**src/rtl/dpo_pkg.sv**
```systemverilog
package dpo_pkg;

    localparam int REG_W = 8;

    localparam int OFS_MODE   = 0;
    localparam int OFS_HOLD   = 1;
    localparam int OFS_SE0    = 2;
    localparam int OFS_DIFF   = 3;

    typedef enum logic [1:0] {
        DRV_RELEASE = 2'b00,
        DRV_DIFF1   = 2'b01,
        DRV_DIFF0   = 2'b10,
        DRV_SE0     = 2'b11
    } drv_mode_e;

    typedef struct packed {
        logic dp_val;
        logic dm_val;
        logic dp_oe;
        logic dm_oe;
    } pin_drive_t;

    // Resolve one port's pin drive; a hold-low bit beats the mode field.
    function automatic pin_drive_t resolve_drive(drv_mode_e mode, logic hold_dp, logic hold_dm);
        pin_drive_t d;
        d = '0;
        unique case (mode)
            DRV_RELEASE: d = '{dp_val: 1'b0, dm_val: 1'b0, dp_oe: 1'b0, dm_oe: 1'b0};
            DRV_DIFF1:   d = '{dp_val: 1'b1, dm_val: 1'b0, dp_oe: 1'b1, dm_oe: 1'b1};
            DRV_DIFF0:   d = '{dp_val: 1'b0, dm_val: 1'b1, dp_oe: 1'b1, dm_oe: 1'b1};
            DRV_SE0:     d = '{dp_val: 1'b0, dm_val: 1'b0, dp_oe: 1'b1, dm_oe: 1'b1};
            default:     d = '0;
        endcase
        if (hold_dp) begin
            d.dp_val = 1'b0;
            d.dp_oe  = 1'b1;
        end
        if (hold_dm) begin
            d.dm_val = 1'b0;
            d.dm_oe  = 1'b1;
        end
        return d;
    endfunction

endpackage

```
**src/rtl/dpo_sync.sv**
```systemverilog
module dpo_sync #(
    parameter int WIDTH  = 8,
    parameter int STAGES = 2
) (
    input  logic             clk,
    input  logic             rst,
    input  logic [WIDTH-1:0] d,
    output logic [WIDTH-1:0] q
);
    logic [WIDTH-1:0] stage_q [STAGES];

    generate
        for (genvar s = 0; s < STAGES; s++) begin : g_stage
            if (s == 0) begin : g_first
                always_ff @(posedge clk) begin
                    if (rst) stage_q[0] <= '0;
                    else     stage_q[0] <= d;
                end
            end else begin : g_next
                always_ff @(posedge clk) begin
                    if (rst) stage_q[s] <= '0;
                    else     stage_q[s] <= stage_q[s-1];
                end
            end
        end
    endgenerate

    assign q = stage_q[STAGES-1];
endmodule

```
**src/rtl/dpo_port_mon.sv**
```systemverilog
module dpo_port_mon (
    input  logic clk,
    input  logic rst,
    input  logic clr,
    input  logic dp_s,
    input  logic dm_s,
    output logic se0_q,
    output logic diff_q
);
    logic is_diff;

    assign is_diff = dp_s ^ dm_s;

    always_ff @(posedge clk) begin
        if (rst || clr) begin
            se0_q  <= 1'b0;
            diff_q <= 1'b0;
        end else begin
            se0_q <= ~dp_s & ~dm_s;
            if (is_diff) diff_q <= dp_s;
        end
    end
endmodule

```
**src/rtl/dpo_pin_drv.sv**
```systemverilog
module dpo_pin_drv
    import dpo_pkg::*;
(
    input  logic [1:0] mode_bits,
    input  logic       hold_dp,
    input  logic       hold_dm,
    output logic       tx_dp,
    output logic       tx_dm,
    output logic       oe_dp,
    output logic       oe_dm
);
    pin_drive_t drv;

    always_comb begin
        drv = resolve_drive(drv_mode_e'(mode_bits), hold_dp, hold_dm);
    end

    assign tx_dp = drv.dp_val;
    assign tx_dm = drv.dm_val;
    assign oe_dp = drv.dp_oe;
    assign oe_dm = drv.dm_oe;
endmodule

```
**src/rtl/usb_dport_override.sv**
```systemverilog
module usb_dport_override
    import dpo_pkg::*;
#(
    parameter int NPORTS      = 4,
    parameter int ADDR_W      = 4,
    parameter int SYNC_STAGES = 2
) (
    input  logic              clk,
    input  logic              rst,
    input  logic              bus_rst,
    input  logic              reg_wr,
    input  logic [ADDR_W-1:0] reg_addr,
    input  logic [REG_W-1:0]  reg_wdata,
    output logic [REG_W-1:0]  reg_rdata,
    input  logic [NPORTS-1:0] rx_dp,
    input  logic [NPORTS-1:0] rx_dm,
    output logic [NPORTS-1:0] tx_dp,
    output logic [NPORTS-1:0] tx_dm,
    output logic [NPORTS-1:0] oe_dp,
    output logic [NPORTS-1:0] oe_dm
);
    localparam int PIN_W = 2 * NPORTS;

    logic [PIN_W-1:0]  mode_q;
    logic [PIN_W-1:0]  hold_q;
    logic [NPORTS-1:0] se0_q;
    logic [NPORTS-1:0] diff_q;
    logic [NPORTS-1:0] dp_s;
    logic [NPORTS-1:0] dm_s;
    logic              wr_mode;
    logic              wr_hold;

    assign wr_mode = reg_wr && (reg_addr == ADDR_W'(OFS_MODE));
    assign wr_hold = reg_wr && (reg_addr == ADDR_W'(OFS_HOLD));

    // Drive-side registers: power-on reset only, bus reset has no effect.
    always_ff @(posedge clk) begin
        if (rst) begin
            mode_q <= '0;
            hold_q <= '0;
        end else begin
            if (wr_mode) mode_q <= reg_wdata[PIN_W-1:0];
            if (wr_hold) hold_q <= reg_wdata[PIN_W-1:0];
        end
    end

    dpo_sync #(
        .WIDTH  (PIN_W),
        .STAGES (SYNC_STAGES)
    ) u_sync (
        .clk (clk),
        .rst (rst),
        .d   ({rx_dp, rx_dm}),
        .q   ({dp_s, dm_s})
    );

    generate
        for (genvar p = 0; p < NPORTS; p++) begin : g_port
            dpo_port_mon u_mon (
                .clk    (clk),
                .rst    (rst),
                .clr    (bus_rst),
                .dp_s   (dp_s[p]),
                .dm_s   (dm_s[p]),
                .se0_q  (se0_q[p]),
                .diff_q (diff_q[p])
            );

            dpo_pin_drv u_drv (
                .mode_bits (mode_q[2*p +: 2]),
                .hold_dp   (hold_q[2*p+1]),
                .hold_dm   (hold_q[2*p]),
                .tx_dp     (tx_dp[p]),
                .tx_dm     (tx_dm[p]),
                .oe_dp     (oe_dp[p]),
                .oe_dm     (oe_dm[p])
            );
        end
    endgenerate

    always_comb begin
        reg_rdata = '0;
        case (reg_addr)
            ADDR_W'(OFS_MODE): reg_rdata[PIN_W-1:0]  = mode_q;
            ADDR_W'(OFS_HOLD): reg_rdata[PIN_W-1:0]  = hold_q;
            ADDR_W'(OFS_SE0):  reg_rdata[NPORTS-1:0] = se0_q;
            ADDR_W'(OFS_DIFF): reg_rdata[NPORTS-1:0] = diff_q;
            default:           reg_rdata = '0;
        endcase
    end
endmodule

```
**config.mk**
```make
export PLATFORM = sky130hd
export DESIGN_NAME = usb_dport_override
export DESIGN_NICKNAME = d
export VERILOG_FILES = /design/src/rtl/dpo_pkg.sv /design/src/rtl/dpo_sync.sv /design/src/rtl/dpo_port_mon.sv /design/src/rtl/dpo_pin_drv.sv /design/src/rtl/usb_dport_override.sv
export SDC_FILE = /design/constraint.sdc
export NUM_CORES = 1
export LEC_CHECK = 0
export ABC_AREA = 1
export BUFFER_PORTS_ARGS = -buffer_cell sky130_fd_sc_hd__buf_4
export CORE_ASPECT_RATIO = 0.8
export CORE_UTILIZATION = 30
export DETAILED_ROUTE_END_ITERATION = 7
export PLACE_DENSITY = 0.58
export SLEW_MARGIN = 30
export SYNTH_ARGS = -nofsm -noshare
export SYNTH_HDL_FRONTEND = slang
export SYNTH_SLANG_ARGS = --single-unit
```
**constraint.sdc**
```tcl
create_clock -name clk -period 1.87 [get_ports clk]
set_clock_uncertainty 0.1 [all_clocks]
set_input_delay 0.374 -clock clk [delete_from_list [all_inputs] [get_ports clk]]
set_output_delay 0.374 -clock clk [all_outputs]
set_load 0.005 [all_outputs]
```
==> flow_summary.html <==
<table>
<tr><th>Metric</th><th>Value</th></tr>
<tr><th colspan="2">Synthesis</th></tr>
<tr><td>Synthesized area</td><td>2020 um2</td></tr>
<tr><td>Cell count after synthesis</td><td>283</td></tr>
<tr><td>Nets in the synthesized netlist</td><td>311</td></tr>
<tr><td>Sequential cell area fraction in the yosys report</td><td>0.396</td></tr>
<tr><td>Number of distinct library cells after synthesis</td><td>20</td></tr>
<tr><td>Number of flip-flops and latches in the synthesized netlist</td><td>40</td></tr>
<tr><td>Largest cells by area after synthesis</td><td>sky130_fd_sc_hd__dfxtp_1 (40%), sky130_fd_sc_hd__inv_1 (13%), sky130_fd_sc_hd__nand4_1 (7.4%), sky130_fd_sc_hd__nand2_1 (6.5%), sky130_fd_sc_hd__buf_4 (6.3%)</td></tr>
<tr><td>Mean Syn Cell Area</td><td>7.14 um2</td></tr>
<tr><td>Ys Warns</td><td>0</td></tr>
<tr><td>Area fraction of the dominant cell type after synthesis</td><td>0.396</td></tr>
<tr><td>Post-synthesis cell type with the largest combined area</td><td>sky130_fd_sc_hd__dfxtp_1</td></tr>
<tr><th colspan="2">Global routing</th></tr>
<tr><td>Largest net degree at the start of global routing</td><td>19</td></tr>
<tr><td>Total global-route track usage</td><td>0.120</td></tr>
<tr><td>Vias in the first global route</td><td>1476</td></tr>
<tr><td>Global-route congestion overflow total</td><td>0</td></tr>
<tr><td>Antenna violations before repair</td><td>0</td></tr>
<tr><td>First-pass GRT wire length</td><td>6600 um</td></tr>
<tr><th colspan="2">Drt</th></tr>
<tr><td>Routed via count</td><td>1702</td></tr>
<tr><td>Iter 0 DRT Violations</td><td>61</td></tr>
<tr><td>Total length of routed met2 wires</td><td>1750 um</td></tr>
<tr><td>1st-pass router iterations</td><td>4</td></tr>
<tr><td>Max Used Layer</td><td>met4</td></tr>
<tr><td>Total wire length after detailed routing</td><td>3980 um</td></tr>
<tr><td>Count of unresolved DRC violations after routing</td><td>0</td></tr>
<tr><td>Met3 wirelength from detailed routing</td><td>162 um</td></tr>
<tr><td>Routed vias/inst</td><td>4.23</td></tr>
<tr><td>Routed wirelength normalized by instance count</td><td>9.89 um</td></tr>
<tr><td>Number of nets still failing antenna checks after routing</td><td>0</td></tr>
<tr><td>Met1 layer wirelength in the final routing</td><td>2030 um</td></tr>
<tr><th colspan="2">Clocking</th></tr>
<tr><td>Clock buffer depth</td><td>2</td></tr>
<tr><td>Library cell used as clock root buffer</td><td>sky130_fd_sc_hd__clkbuf_8</td></tr>
<tr><td>Clock Latency Late Sink</td><td>290 ps</td></tr>
<tr><td>Num Clock Sinks</td><td>40</td></tr>
<tr><td>Number of post-CTS setup repair buffers</td><td>0</td></tr>
<tr><td>Clock buffers created by TritonCTS</td><td>5</td></tr>
<tr><td>Clock tree from TritonCTS</td><td>yes</td></tr>
<tr><td>H-tree Lvls</td><td>2</td></tr>
<tr><td>Number of hold buffers added after cts</td><td>0</td></tr>
<tr><td>Worst-path clk slew</td><td>90 ps</td></tr>
<tr><td>Resize count post-CTS</td><td>0</td></tr>
<tr><th colspan="2">Power</th></tr>
<tr><td>Leak</td><td>1.26 nW</td></tr>
<tr><td>Switching power of the nets</td><td>0.000444 W</td></tr>
<tr><td>PD cells</td><td>745 nW/um2</td></tr>
<tr><td>Fraction of power spent switching nets</td><td>0.243</td></tr>
<tr><td>Cell internal pwr</td><td>0.00138 W</td></tr>
<tr><td>Maximum resistive drop on vdd</td><td>239 uV</td></tr>
<tr><td>Relative contribution of combinational cells to total power</td><td>0.117</td></tr>
<tr><td>Sequential power share</td><td>0.490</td></tr>
<tr><td>Clock network power share</td><td>0.393</td></tr>
<tr><th colspan="2">Timing</th></tr>
<tr><td>Final hold violations</td><td>0</td></tr>
<tr><td>Final setup violating endpoints</td><td>0</td></tr>
<tr><td>Setup repair after global routing missed its margin</td><td>false</td></tr>
<tr><td>Remaining max-slew budget at the tightest pin</td><td>0.698</td></tr>
<tr><td>Post-layout minimum cycle time</td><td>1690 ps</td></tr>
<tr><td>Period utilization</td><td>0.905</td></tr>
<tr><td>Setup TNS Final</td><td>0 ps</td></tr>
<tr><td>Achievable frequency</td><td>591 MHz</td></tr>
<tr><td>Max-slew violation total from the final report</td><td>0</td></tr>
<tr><td>Transition time at the pin with the least slew margin</td><td>452 ps</td></tr>
<tr><th colspan="2">Worst setup path</th></tr>
<tr><td>Cell with the most instances on the worst path</td><td>sky130_fd_sc_hd__buf_4</td></tr>
<tr><td>Crit path largest cell delay</td><td>230 ps</td></tr>
<tr><td>Highest net fanout along the worst path</td><td>16</td></tr>
<tr><td>Family with the most delay on the worst path</td><td>buffers and inverters</td></tr>
<tr><td>Cells along the critical path</td><td>buf_4, nor2_4, buf_4, nand3_1, nand4_1, buf_4</td></tr>
<tr><td>Path type of the worst setup path</td><td>in2out</td></tr>
<tr><td>Worst Setup Start Kind</td><td>primary input</td></tr>
<tr><td>Critical path arrival</td><td>1220 ps</td></tr>
<tr><td>Count of buffer and inverter cells on the critical path</td><td>3</td></tr>
<tr><td>Crit. End Element</td><td>output port</td></tr>
<tr><td>Worst path slowest cell</td><td>sky130_fd_sc_hd__buf_4</td></tr>
<tr><td>Required @ worst endpoint</td><td>1400 ps</td></tr>
<tr><th colspan="2">Placement</th></tr>
<tr><td>HPWL Detailed</td><td>3100 um</td></tr>
<tr><td>Port Buf Inserts</td><td>47</td></tr>
<tr><td>Placer congestion estimate</td><td>0.754</td></tr>
<tr><th colspan="2">Floorplan</th></tr>
<tr><td>Number of placed I/O pins</td><td>48</td></tr>
<tr><td>Die Footprint</td><td>7070 um2</td></tr>
<tr><td>Effective utilization at floorplan</td><td>0.314</td></tr>
<tr><td>Core footprint</td><td>6440 um2</td></tr>
<tr><td>Height of the die</td><td>75.4 um</td></tr>
<tr><td>Number of rows created at floorplan</td><td>26</td></tr>
<tr><td>Die boundary width</td><td>93.8 um</td></tr>
<tr><th colspan="2">Finish</th></tr>
<tr><td>Antenna diode instance count</td><td>0</td></tr>
<tr><td>Layout area overhead</td><td>21.2%</td></tr>
<tr><td>Post-layout util</td><td>0.380</td></tr>
<tr><td>Layout Nets</td><td>345</td></tr>
<tr><td>Layout cell share with drive strength beyond 1</td><td>0.230</td></tr>
<tr><th colspan="2">Status</th></tr>
<tr><td>Run status</td><td>complete, no violations</td></tr>
<tr><th colspan="2">Job</th></tr>
<tr><td>Count of max-cap constraint violations</td><td>0</td></tr>
<tr><th colspan="2">Min path</th></tr>
<tr><td>Hold/Removal Path Class</td><td>in2reg</td></tr>
</table>
power by group through the flow:
| stage | Clock, W | Combinational (W) | Sequential [W] |
|---|---|---|---|
| 5_1_grt | 0.000764 | 0.000245 | 0.000898 |
| 6_report | 0.000717 | 0.000214 | 0.000895 |
| 3_3_place_gp | 0 | 0.000213 | 0.000915 |
| 3_5_place_dp | 0 | 0.000216 | 0.000915 |
| 2_1_floorplan | 0 | 0.000148 | 0.000912 |
| 4_1_cts | 0.000731 | 0.000217 | 0.000895 |
registers in the layout, summed over array words and instances, names as in the netlist:
register / count
u_sync.stage_q: 16
hold_q: 8
mode_q: 8
g_port.u_mon.diff_q: 4
g_port.u_mon.se0_q: 4
tightest hold or removal path, delay by kind of cell:
kind | cells | cell delay, ps
simple gates | 1 | 60
buf+inv | 2 | 100
worst paths after layout:
kind | startpoint | to | slack [ps] | cells after the start
max | reg_addr[3] | reg_rdata[0] | 180 | 6
min | rx_dm[2] | u_sync.stage_q[0][2]$_SDFF_PP0_ | 170 | 3
max reg2reg | u_sync.stage_q[1][0]$_SDFF_PP0_ | g_port[0].u_mon.diff_q$_SDFFE_PP0P_ | 810 | 4
min reg2reg | u_sync.stage_q[0][3]$_SDFF_PP0_ | u_sync.stage_q[1][3]$_SDFF_PP0_ | 310 | 2
logic make-up (layout without fill, tap and decap cells):
kind of cell | count (synthesis) | after routing | synth area share
and+or+nand+nor | 130 | 130 | 0.321
buffers and inverters | 98 | 133 | 0.228
DFF | 40 | 40 | 0.396
AOI/OAI and AO/OA | 11 | 11 | 0.0309
adders and majority gates | 4 | 4 | 0.0248
layer usage:
layer | vias up | global-route usage
met3 | 4 | 0.0250
met1 | 747 | 0.165
met4 | 0 | 0.0410
met2 | 27 | 0.187
li1 | 924 | -
met5 | - | 0
area by class of cell:
| type | instances | area, um2 |
|---|---|---|
| repair buffers | 53 | 398 |
| flip-flops and latches | 40 | 801 |
| multi-input cells | 145 | 761 |
| clock inverters | 3 | 46.3 |
| well taps | 84 | 105 |
| clock buffers | 5 | 68.8 |
| inverters | 72 | 270 |
| fillers | 722 | 3990 |
placed cells by master (no fill, tap or decap):
cell type | Yosys | final
sky130_fd_sc_hd__a211oi_1 | 1 | 1
sky130_fd_sc_hd__nor3_1 | 8 | 8
sky130_fd_sc_hd__a21oi_1 | 3 | 3
sky130_fd_sc_hd__inv_6 | 0 | 1
sky130_fd_sc_hd__clkinvlp_4 | 0 | 1
sky130_fd_sc_hd__nor2_1 | 32 | 32
sky130_fd_sc_hd__dfxtp_1 | 40 | 40
sky130_fd_sc_hd__o22ai_1 | 4 | 4
sky130_fd_sc_hd__inv_2 | 1 | 1
sky130_fd_sc_hd__nor2_4 | 3 | 3
sky130_fd_sc_hd__nand3_1 | 20 | 20
sky130_fd_sc_hd__clkbuf_8 | 0 | 5
sky130_fd_sc_hd__buf_4 | 17 | 53
sky130_fd_sc_hd__nand3_4 | 2 | 2
sky130_fd_sc_hd__ha_1 | 4 | 4
sky130_fd_sc_hd__bufinv_16 | 0 | 1
sky130_fd_sc_hd__nand4_1 | 24 | 24
sky130_fd_sc_hd__nor2_2 | 6 | 6
sky130_fd_sc_hd__inv_1 | 71 | 71
sky130_fd_sc_hd__nand2_1 | 35 | 35
sky130_fd_sc_hd__o21ai_0 | 3 | 3
metrics by stage:
step                      hold slack (ps)  total power, W  cell area (um2)  worst slack [ps]  std cells
final                                 173         0.00183             2450               177        402
after global routing                  175         0.00191             2450              87.2        402
after CTS                             172         0.00184             2450               165        402
after detailed placement              297         0.00113             2330               162        394
after global placement                292         0.00113             2330               176        394
after floorplan                       288         0.00106             2020               397        283
synth_stat cells, drive strengths merged:
library cell / number
nor2: 41
buf: 26
nand3: 22
o22ai: 4
nand4: 24
o21ai: 3
a21oi: 3
a211oi: 1
nor3: 8
inv: 72
dfxtp: 40
nand2: 35
ha: 4
(Power assumes the default switching activity.)
